<file path="src/rtl/irqp_pkg.sv">
package irqp_pkg;

    // Operation chosen for a cycle, listed from highest to lowest rank.
    typedef enum logic [2:0] {
        OP_NONE   = 3'd0,
        OP_ACCEPT = 3'd1,
        OP_CPPR   = 3'd2,
        OP_IPI    = 3'd3,
        OP_EOI    = 3'd4,
        OP_OFFER  = 3'd5
    } irqp_op_t;

endpackage

</file>
<file path="src/rtl/irqp_op_select.sv">
module irqp_op_select
    import irqp_pkg::*;
(
    input  logic     accept,
    input  logic     cppr_wr,
    input  logic     ipi_wr,
    input  logic     eoi_wr,
    input  logic     offer_valid,
    output irqp_op_t op
);

    // Fixed ranking: the first active request wins the cycle.
    always_comb begin
        if (accept)           op = OP_ACCEPT;
        else if (cppr_wr)     op = OP_CPPR;
        else if (ipi_wr)      op = OP_IPI;
        else if (eoi_wr)      op = OP_EOI;
        else if (offer_valid) op = OP_OFFER;
        else                  op = OP_NONE;
    end

endmodule

</file>
<file path="src/rtl/irqp_favour.sv">
module irqp_favour #(
    parameter int PRIO_W = 8
) (
    input  logic [PRIO_W-1:0] cand_pri,
    input  logic [PRIO_W-1:0] cur_pri,
    input  logic              pend_busy,
    input  logic [PRIO_W-1:0] pend_pri,
    output logic              wins
);

    // A candidate must beat the processor priority and any pending one.
    always_comb begin
        wins = (cand_pri < cur_pri) && (!pend_busy || (cand_pri < pend_pri));
    end

endmodule

</file>
<file path="src/rtl/irq_presenter.sv">
module irq_presenter
    import irqp_pkg::*;
#(
    parameter int PRIO_W  = 8,
    parameter int SRC_W   = 24,
    parameter int IPI_SRC = 2
) (
    input  logic                      clk,
    input  logic                      rst_n,
    input  logic                      offer_valid,
    input  logic [SRC_W-1:0]          offer_src,
    input  logic [PRIO_W-1:0]         offer_pri,
    input  logic                      cppr_wr,
    input  logic [PRIO_W-1:0]         cppr_data,
    input  logic                      ipi_wr,
    input  logic [PRIO_W-1:0]         ipi_data,
    input  logic                      accept,
    input  logic                      eoi_wr,
    input  logic [PRIO_W+SRC_W-1:0]   eoi_data,
    output logic                      cpu_irq,
    output logic [PRIO_W+SRC_W-1:0]   pres_word,
    output logic [PRIO_W+SRC_W-1:0]   ack_word,
    output logic                      disp_valid,
    output logic [SRC_W-1:0]          disp_src,
    output logic                      nack_valid,
    output logic [SRC_W-1:0]          nack_src,
    output logic                      eoi_valid,
    output logic [SRC_W-1:0]          eoi_src
);

    localparam int                WORD_W    = PRIO_W + SRC_W;
    localparam logic [PRIO_W-1:0] PRIO_NONE = '1;
    localparam logic [SRC_W-1:0]  IPI_ID    = SRC_W'(IPI_SRC);
    localparam logic [SRC_W-1:0]  SRC_NONE  = '0;

    typedef struct packed {
        logic [PRIO_W-1:0] cppr;
        logic [SRC_W-1:0]  xsrc;
        logic [PRIO_W-1:0] pend;
        logic [PRIO_W-1:0] mfrr;
        logic              from_src;
        logic              irq;
        logic [WORD_W-1:0] ack;
        logic              disp_v;
        logic [SRC_W-1:0]  disp_s;
        logic              nack_v;
        logic [SRC_W-1:0]  nack_s;
        logic              eoi_v;
        logic [SRC_W-1:0]  eoi_s;
    } state_t;

    state_t   st_q, mid_d, st_d;
    irqp_op_t op;
    logic     ipi_wins, offer_wins, rechk_ipi;

    irqp_op_select u_sel (
        .accept      (accept),
        .cppr_wr     (cppr_wr),
        .ipi_wr      (ipi_wr),
        .eoi_wr      (eoi_wr),
        .offer_valid (offer_valid),
        .op          (op)
    );

    // Offers are judged against the registered state.
    irqp_favour #(.PRIO_W(PRIO_W)) u_offer_fav (
        .cand_pri  (offer_pri),
        .cur_pri   (st_q.cppr),
        .pend_busy (st_q.xsrc != SRC_NONE),
        .pend_pri  (st_q.pend),
        .wins      (offer_wins)
    );

    // The IPI is judged against the state after this cycle's write.
    irqp_favour #(.PRIO_W(PRIO_W)) u_ipi_fav (
        .cand_pri  (mid_d.mfrr),
        .cur_pri   (mid_d.cppr),
        .pend_busy (mid_d.xsrc != SRC_NONE),
        .pend_pri  (mid_d.pend),
        .wins      (ipi_wins)
    );

    // Stage one: processor-side operations.
    always_comb begin
        mid_d        = st_q;
        mid_d.disp_v = 1'b0;
        mid_d.disp_s = SRC_NONE;
        mid_d.nack_v = 1'b0;
        mid_d.nack_s = SRC_NONE;
        mid_d.eoi_v  = 1'b0;
        mid_d.eoi_s  = SRC_NONE;
        unique case (op)
            OP_ACCEPT: begin
                mid_d.ack      = {st_q.cppr, st_q.xsrc};
                mid_d.cppr     = st_q.pend;
                mid_d.xsrc     = SRC_NONE;
                mid_d.pend     = PRIO_NONE;
                mid_d.from_src = 1'b0;
            end
            OP_CPPR: begin
                mid_d.cppr = cppr_data;
                if ((cppr_data < st_q.cppr) && (st_q.xsrc != SRC_NONE)
                    && (cppr_data <= st_q.pend)) begin
                    mid_d.xsrc     = SRC_NONE;
                    mid_d.pend     = PRIO_NONE;
                    mid_d.from_src = 1'b0;
                    if (st_q.from_src) begin
                        mid_d.disp_v = 1'b1;
                        mid_d.disp_s = st_q.xsrc;
                    end
                end
            end
            OP_IPI: begin
                mid_d.mfrr = ipi_data;
            end
            OP_EOI: begin
                mid_d.cppr = eoi_data[WORD_W-1 -: PRIO_W];
                if ((eoi_data[SRC_W-1:0] != SRC_NONE)
                    && (eoi_data[SRC_W-1:0] != IPI_ID)) begin
                    mid_d.eoi_v = 1'b1;
                    mid_d.eoi_s = eoi_data[SRC_W-1:0];
                end
            end
            default: ;
        endcase
    end

    assign rechk_ipi = (op == OP_CPPR) || (op == OP_IPI) || (op == OP_EOI);

    // Stage two: IPI re-check and offers.
    always_comb begin
        st_d = mid_d;
        if (rechk_ipi && ipi_wins) begin
            if ((mid_d.xsrc != SRC_NONE) && mid_d.from_src) begin
                st_d.disp_v = 1'b1;
                st_d.disp_s = mid_d.xsrc;
            end
            st_d.xsrc     = IPI_ID;
            st_d.pend     = mid_d.mfrr;
            st_d.from_src = 1'b0;
        end
        if (op == OP_OFFER) begin
            if (offer_wins) begin
                if ((st_q.xsrc != SRC_NONE) && st_q.from_src) begin
                    st_d.disp_v = 1'b1;
                    st_d.disp_s = st_q.xsrc;
                end
                st_d.xsrc     = offer_src;
                st_d.pend     = offer_pri;
                st_d.from_src = 1'b1;
            end else begin
                st_d.nack_v = 1'b1;
                st_d.nack_s = offer_src;
            end
        end else if (offer_valid) begin
            st_d.nack_v = 1'b1;
            st_d.nack_s = offer_src;
        end
        st_d.irq = (st_d.xsrc != SRC_NONE);
    end

    always_ff @(posedge clk) begin
        if (!rst_n) begin
            st_q          <= '0;
            st_q.pend     <= PRIO_NONE;
            st_q.mfrr     <= PRIO_NONE;
        end else begin
            st_q <= st_d;
        end
    end

    assign cpu_irq    = st_q.irq;
    assign pres_word  = {st_q.cppr, st_q.xsrc};
    assign ack_word   = st_q.ack;
    assign disp_valid = st_q.disp_v;
    assign disp_src   = st_q.disp_s;
    assign nack_valid = st_q.nack_v;
    assign nack_src   = st_q.nack_s;
    assign eoi_valid  = st_q.eoi_v;
    assign eoi_src    = st_q.eoi_s;

    // the line follows the presence of a pending source in the word.
    assert_line_matches_word_R2: assert property (@(posedge clk) disable iff (!rst_n)
        cpu_irq == (pres_word[SRC_W-1:0] != SRC_NONE));

    // neither the IPI nor an empty slot is ever displaced.
    assert_no_ipi_displace_R8: assert property (@(posedge clk) disable iff (!rst_n)
        disp_valid |-> (disp_src != IPI_ID) && (disp_src != SRC_NONE));

    // a refusal only follows an offer.
    assert_nack_follows_offer_R3: assert property (@(posedge clk) disable iff (!rst_n)
        nack_valid |-> ($past(offer_valid) && (nack_src == $past(offer_src))));

    // an accept always drops the line.
    assert_accept_drops_line_R5: assert property (@(posedge clk) disable iff (!rst_n)
        accept |=> !cpu_irq);

    // an uncontested end of interrupt restores the written priority.
    assert_eoi_restores_prio_R9: assert property (@(posedge clk) disable iff (!rst_n)
        (eoi_wr && !accept && !cppr_wr && !ipi_wr)
        |=> (pres_word[WORD_W-1 -: PRIO_W] == $past(eoi_data[WORD_W-1 -: PRIO_W])));

    // a notification only follows an end of interrupt that won its cycle.
    assert_eoi_needs_win_R10: assert property (@(posedge clk) disable iff (!rst_n)
        eoi_valid |-> ($past(eoi_wr) && !$past(accept) && !$past(cppr_wr) && !$past(ipi_wr)));

endmodule

</file>
<file path="config.mk">
export PLATFORM = sky130hd
export DESIGN_NAME = irq_presenter
export DESIGN_NICKNAME = d
export VERILOG_FILES = /design/src/rtl/irqp_pkg.sv /design/src/rtl/irqp_op_select.sv /design/src/rtl/irqp_favour.sv /design/src/rtl/irq_presenter.sv
export SDC_FILE = /design/constraint.sdc
export NUM_CORES = 1
export LEC_CHECK = 0
export BUFFER_PORTS_ARGS = -buffer_cell sky130_fd_sc_hd__buf_2
export CAP_MARGIN = 20
export CORE_MARGIN = 1.5
export CORE_UTILIZATION = 40
export CTS_CLUSTER_DIAMETER = 40
export DETAILED_ROUTE_END_ITERATION = 7
export PLACE_DENSITY = 0.69
export SLEW_MARGIN = 20
export SYNTH_ARGS = -nofsm -noshare
export SYNTH_HDL_FRONTEND = slang
export SYNTH_HIERARCHICAL = 1
export SYNTH_SLANG_ARGS = --single-unit
</file>
<file path="constraint.sdc">
create_clock -name clk -period 3.85 [get_ports clk]
set_input_delay 0 -clock clk [delete_from_list [all_inputs] [get_ports clk]]
set_output_delay 0 -clock clk [all_outputs]
set_load 0.02 [all_outputs]
</file>
==> Word-level counts from Yosys, hierarchy flattened <==
Cells that the tools add are included.
{ "word_totals": {"reg_bits": 157, "latch_bits": 0, "ramBits": 0, "romBits": 0, "in_bits": 87, "output_inout_bits": 140, "word_cells": 74, "memories": 0} }
{ "op_classes": {"add_sub_neg": 0, "n_mul": 0, "div": 0, "n_lt_le_gt_ge": 6, "n_eq_ne": 6, "shift": 0, "mux": 29, "n_bitwise": 0, "n_reduce_logical": 20} }
{ "ops": {"columns": ["operator", "n"], "rows": [
  ["25-bit two-way mux", 12],
  ["32-bit two-way mux", 4],
  ["24-bit nonzero test", 4],
  ["32-bit case mux with 2 select lines", 1],
  ["8-bit < comparator", 5],
  ["24-bit by 2-bit inequality test with 1-bit output, second input constant", 1],
  ["8-bit case mux with 3 select lines", 1],
  ["3-bit two-way mux", 5],
  ["8-bit <= comparator", 1],
  ["1-bit logical AND", 8],
  ["8-bit two-way mux", 1],
  ["3-bit by 2-bit == test with 1-bit output, second input constant", 2],
  ["3-bit == test, second input constant", 2],
  ["1-bit logical OR", 4],
  ["1-bit two-way mux", 4],
  ["3-bit by 1-bit == test with 1-bit output, second input constant", 1],
  ["3-bit AND reduction", 1],
  ["1-bit zero test", 2],
  ["1-bit case mux with 2 select lines", 1],
  ["2-bit AND reduction", 1]
]} }

==> Longest topological paths before layout <==
{ "depth": {"word_depth": 16, "ltp_mapped": 21, "ltp_nobuf": 19} }

==> Hierarchy <==
The synthesis kept the hierarchy.
{ "by_module_without_submodules": {"columns": ["mod", "n_inst", "cells_each", "area_each_um2", "seq_area_each_um2"], "rows": [
  ["irq_presenter", 1, 722, 6825.3, 3143.0],
  ["irqp_favour", 2, 47, 349.1, 0.0],
  ["irqp_op_select", 1, 7, 37.5, 0.0]
]} }

==> Worst setup path before layout <==
No wires, ideal clock.
{ "synth_path": {"path_type": "register -> register", "startpoint": "register st_q (netlist bit pres_word[26])", "endpoint": "register st_q (netlist bit pres_word[14])", "setup_ns": 0.060, "arrival_ns": 3.872, "required_time_ns": 3.790, "slack_ns": -0.081, "stages_incl_launch_ff": 21, "n_path_buf": 3, "period_less_slack_ns": 3.931, "path_cell_list": "dfxtp_1 inv_1 ha_1 a211o_1 a31oi_1 o211ai_1 nor3_4 buf_4 a21oi_2 buf_6 nand2_1 inv_1 ha_1 nand3_1 or4_1 o311a_1 o21ai_4 nand2_2 a2111oi_4 buf_6 a22o_1"} }
{ "synth_lines": {"columns": ["item", "line", "source"], "rows": [
  ["from (decl)", "irq_presenter.sv:52", "state_t st_q, mid_d, st_d;"],
  ["from (signal assigned)", "irq_presenter.sv:168", "st_q <= st_d;"]
]} }

==> Worst setup path in the final report <==
{ "layout_path": {"startpoint": "register st_q (netlist bit pres_word[20])", "endpoint": "register st_q (netlist bit pres_word[17])"} }
{ "layout_via": {"word_cells_on_any_way": 17, "classes_between": "1 x order compare; 5 x mux; 11 x reduce/logical"} }
{ "layout_lines": {"columns": ["item", "line", "source"], "rows": [
  ["24-bit nonzero test", "irq_presenter.sv:69", ".pend_busy (st_q.xsrc != SRC_NONE),"],
  ["1-bit zero test", "irqp_favour.sv:13", "wins = (cand_pri < cur_pri) && (!pend_busy || (cand_pri < pend_pri));"],
  ["1-bit logical OR", "irqp_favour.sv:13", null],
  ["1-bit logical AND", "irqp_favour.sv:13", null],
  ["via offer_wins", "irq_presenter.sv:54", "logic ipi_wins, offer_wins, rechk_ipi;"],
  ["32-bit two-way mux", "irq_presenter.sv:143", "if (offer_wins) begin"],
  ["32-bit two-way mux", "irq_presenter.sv:142", "if (op == OP_OFFER) begin"]
]} }
The timed path passes the listed nets, and every way through them passes these cells.
A chain may end at the register's enable or synchronous reset.

==> out/qor.csv <==
metric,value,unit
via_per_inst,5.023,
core,18640,um2
slew_headroom,32.37,%
outcome,"complete, no violations",
synth_area_leader_cell,dfxtp_1,
crit_type,flop to flop,
p_per_area,427.6,nW/um2
cp.arrival,4.13,ns
netSwitchingPower,1.100,mW
power.total,4.172,mW
syn_nets,953,
worst-path-max-fanout,11,
rsz0062_at_grt,true,
p_int,3.072,mW
dp_hpwl,15220,um
tightest_slew,1.014,ns
root_buffer,clkbuf_16,
grt_pass1_wl,32640,um
hold_slack,0.01288,ns
finalSetupViolCount,0,
critical_path_required,4.16,ns
end_kind,flop,
row_count,50,
synth_edf_count,0,
cts-buffers-inserted,17,
synthCells,823,
timing.final.crit_share,99.22,%
path_cells,nor4_1 -> buf_4 -> nand2_1 -> nor2_2 -> nand2_2 -> buf_4 -> nand3_1 -> o22ai_1 -> a2111oi_1 -> buf_4 -> o311a_1 -> nand3_1 -> nand2_4 -> a2111oi_4 -> buf_6 -> clkbuf_16 -> a22o_1,
pin_count,227,
initialDrtViolationCount,314,
avgSynthCellArea,9.187,um2
grt_pass1_vias,6143,
finalWeightedCongestion,0.9813,
cp_common_cell,buf_4,
ys_seq_elements,157,
cellLeakagePower,4.711,nW
synth_area,7561,um2
clock_latency,0.42,ns
cts.sinks,157,
final_core_util,52.34,%
yosysTopAreaCellShare,41.57,%
vias,6329,
drv_cap,0,
crit_slowest_cell,a2111oi_1,
die_area,19740,um2
hold_class,primary input to flop,
fmax,261.8,MHz
path_clk_slew,0.06,ns
cpPeakStageDelay,0.45,ns
startpoint_type,flop,
overflow,0,
ir_worst_vdd,0.0002639,V
wl_per_cell,17.39,um
sw_frac_of_total,26.37,%
grt_use_total,21.50,%
cts_max_level,4,
hold_viol_final,0,
die_h,140.5,um
drive_gt1_share,36.20,%
synth_cell_types,56,
yosys-top-cells-area,"dfxtp_1 (42%), buf_4 (14%), ha_1 (7.1%)",
design_area,9757,um2
synth_warnings,6,
synth_flop_cell,dfxtp_1,
mostFrequentLayoutCells,"buf_2 (226), dfxtp_1 (146), nand2_1 (87)",
initial_utilization,40.56,%
fin_crit,3.820,ns
area_growth_syn_to_layout,29.04,%
fp.dieW,140.5,um
antenna_left,0,
first_pass_iters,5,
placedInstanceArea,8145,um2
cts.path.max_buffers,2,
async_flop_share,0,%
antenna_found_initial,0,
seqPwrFrac,40.5,%
cts_tree,built,
grt_max_degree,48,
final_net_count,1142,
power_frac_comb,17.3,%
mostFrequentLayoutCell,buf_2,
clock_skew,0.006248,ns
io_buffers,226,
synth_seq_area_share,41.57,%
clockPowerShare,42.2,%
finalWirelength,21910,um
slew_viol_final,0,
drc,0,
-- synthesized netlist by cell type, drive strengths merged, types with 2 or more instances --
| cell type | count |
|---|---|
| a21oi | 43 |
| or2 | 8 |
| and2 | 58 |
| a21o | 3 |
| nand3 | 5 |
| a221o | 8 |
| a22oi | 9 |
| nor3 | 4 |
| ha | 43 |
| and3 | 25 |
| nor4 | 11 |
| clkbuf | 22 |
| nand2b | 7 |
| o22ai | 2 |
| or4 | 5 |
| nor3b | 3 |
| a211oi | 3 |
| o21a | 2 |
| nand4 | 5 |
| inv | 45 |
| o21ai | 12 |
| o311a | 3 |
| nor2b | 8 |
| a22o | 23 |
| a211o | 3 |
| nand2 | 89 |
| mux2 | 8 |
| buf | 150 |
| o211ai | 13 |
| dfxtp | 157 |
| nor2 | 21 |
| a2111oi | 13 |
-- routing by layer --
| metal | track usage, % | vias to the layer above | part of all wire, % |
|---|---|---|---|
| met5 | 0 | - | 0 |
| met4 | 7.895 | 0 | 2.7 |
| li1 | - | 3072 | - |
| met3 | 4.684 | 43 | 5.3 |
| met2 | 39.55 | 233 | 51 |
| met1 | 24.32 | 2981 | 41 |
-- power groups by stage --
stage / Combinational (mW) / Clock (mW) / Sequential [mW]
after global routing: 0.780 / 1.86 / 1.70
after global placement: 0.575 / 0 / 1.72
final: 0.722 / 1.76 / 1.69
after floorplan: 0.384 / 0 / 1.73
after CTS: 0.642 / 1.79 / 1.69
after detailed placement: 0.584 / 0 / 1.73
-- cells by family (layout without fill, tap and decap cells) --
logic type	count (synthesis)	in the layout	synth area share [%]
other cells	0	1	0
simple gates	251	251	17.64
flops	157	157	41.57
buf+inv	218	420	18.12
mux	8	8	1.192
fa+ha+maj	43	43	7.116
compound gates	146	146	14.36
-- critical path: cells and delay by family (launching register included) --
family          cells  cell delay [ns]
simple gates        7             1.21
compound gates      5             1.21
flops               1             0.36
buf+inv             5             0.92
-- metrics by stage --
| stage | TNS (ns) | instances | setup WS [ns] |
|---|---|---|---|
| 2_1_floorplan | 0 | 823 | 0.03689 |
| 3_3_place_gp | 0 | 1151 | 0.07373 |
| 3_5_place_dp | 0 | 1151 | 0.04622 |
| 4_1_cts | 0 | 1252 | 0.02842 |
| 5_1_grt | -0.8292 | 1259 | -0.05321 |
| 6_report | 0 | 1260 | 0.03000 |
-- area by class of cell --
class	count	area, um2
fillers	1724	8886
multi-input cells	448	3244
flip-flops and latches	157	3159
repair buffers	342	2258
clock buffers	21	470.5
well taps	234	292.8
inverters	46	172.7
clock inverters	11	156.4
diodes	1	2.502
-- timing repair --
action / CTS / global route
setup endpoints to repair: 0 / 57
gates resized for setup: 0 / 49
hold buffers: 69 / 0
setup buffers: 0 / 4
endpoints found under the hold margin: 93 / 0
-- sequential cells by signal, summed over array words and instances, names as in the netlist --
register and flops:
ack_word 32, pres_word 32, disp_src 24, eoi_src 24
nack_src 24, st_q 17, cpu_irq 1, disp_valid 1
eoi_valid 1, nack_valid 1
-- final timing paths --
check,from,to,slack [ns],cells past startpoint
min,eoi_data[24],pres_word[24]$_SDFF_PN0_,0.01,3
min reg2reg,ack_word[18]$_SDFFE_PN0N_,ack_word[18]$_SDFFE_PN0N_,0.45,2
max,pres_word[20]$_SDFF_PN0_,pres_word[17]$_SDFF_PN0_,0.03,17
max reg2reg,pres_word[20]$_SDFF_PN0_,pres_word[17]$_SDFF_PN0_,0.03,17
Power figures use the tool's default switching activity.
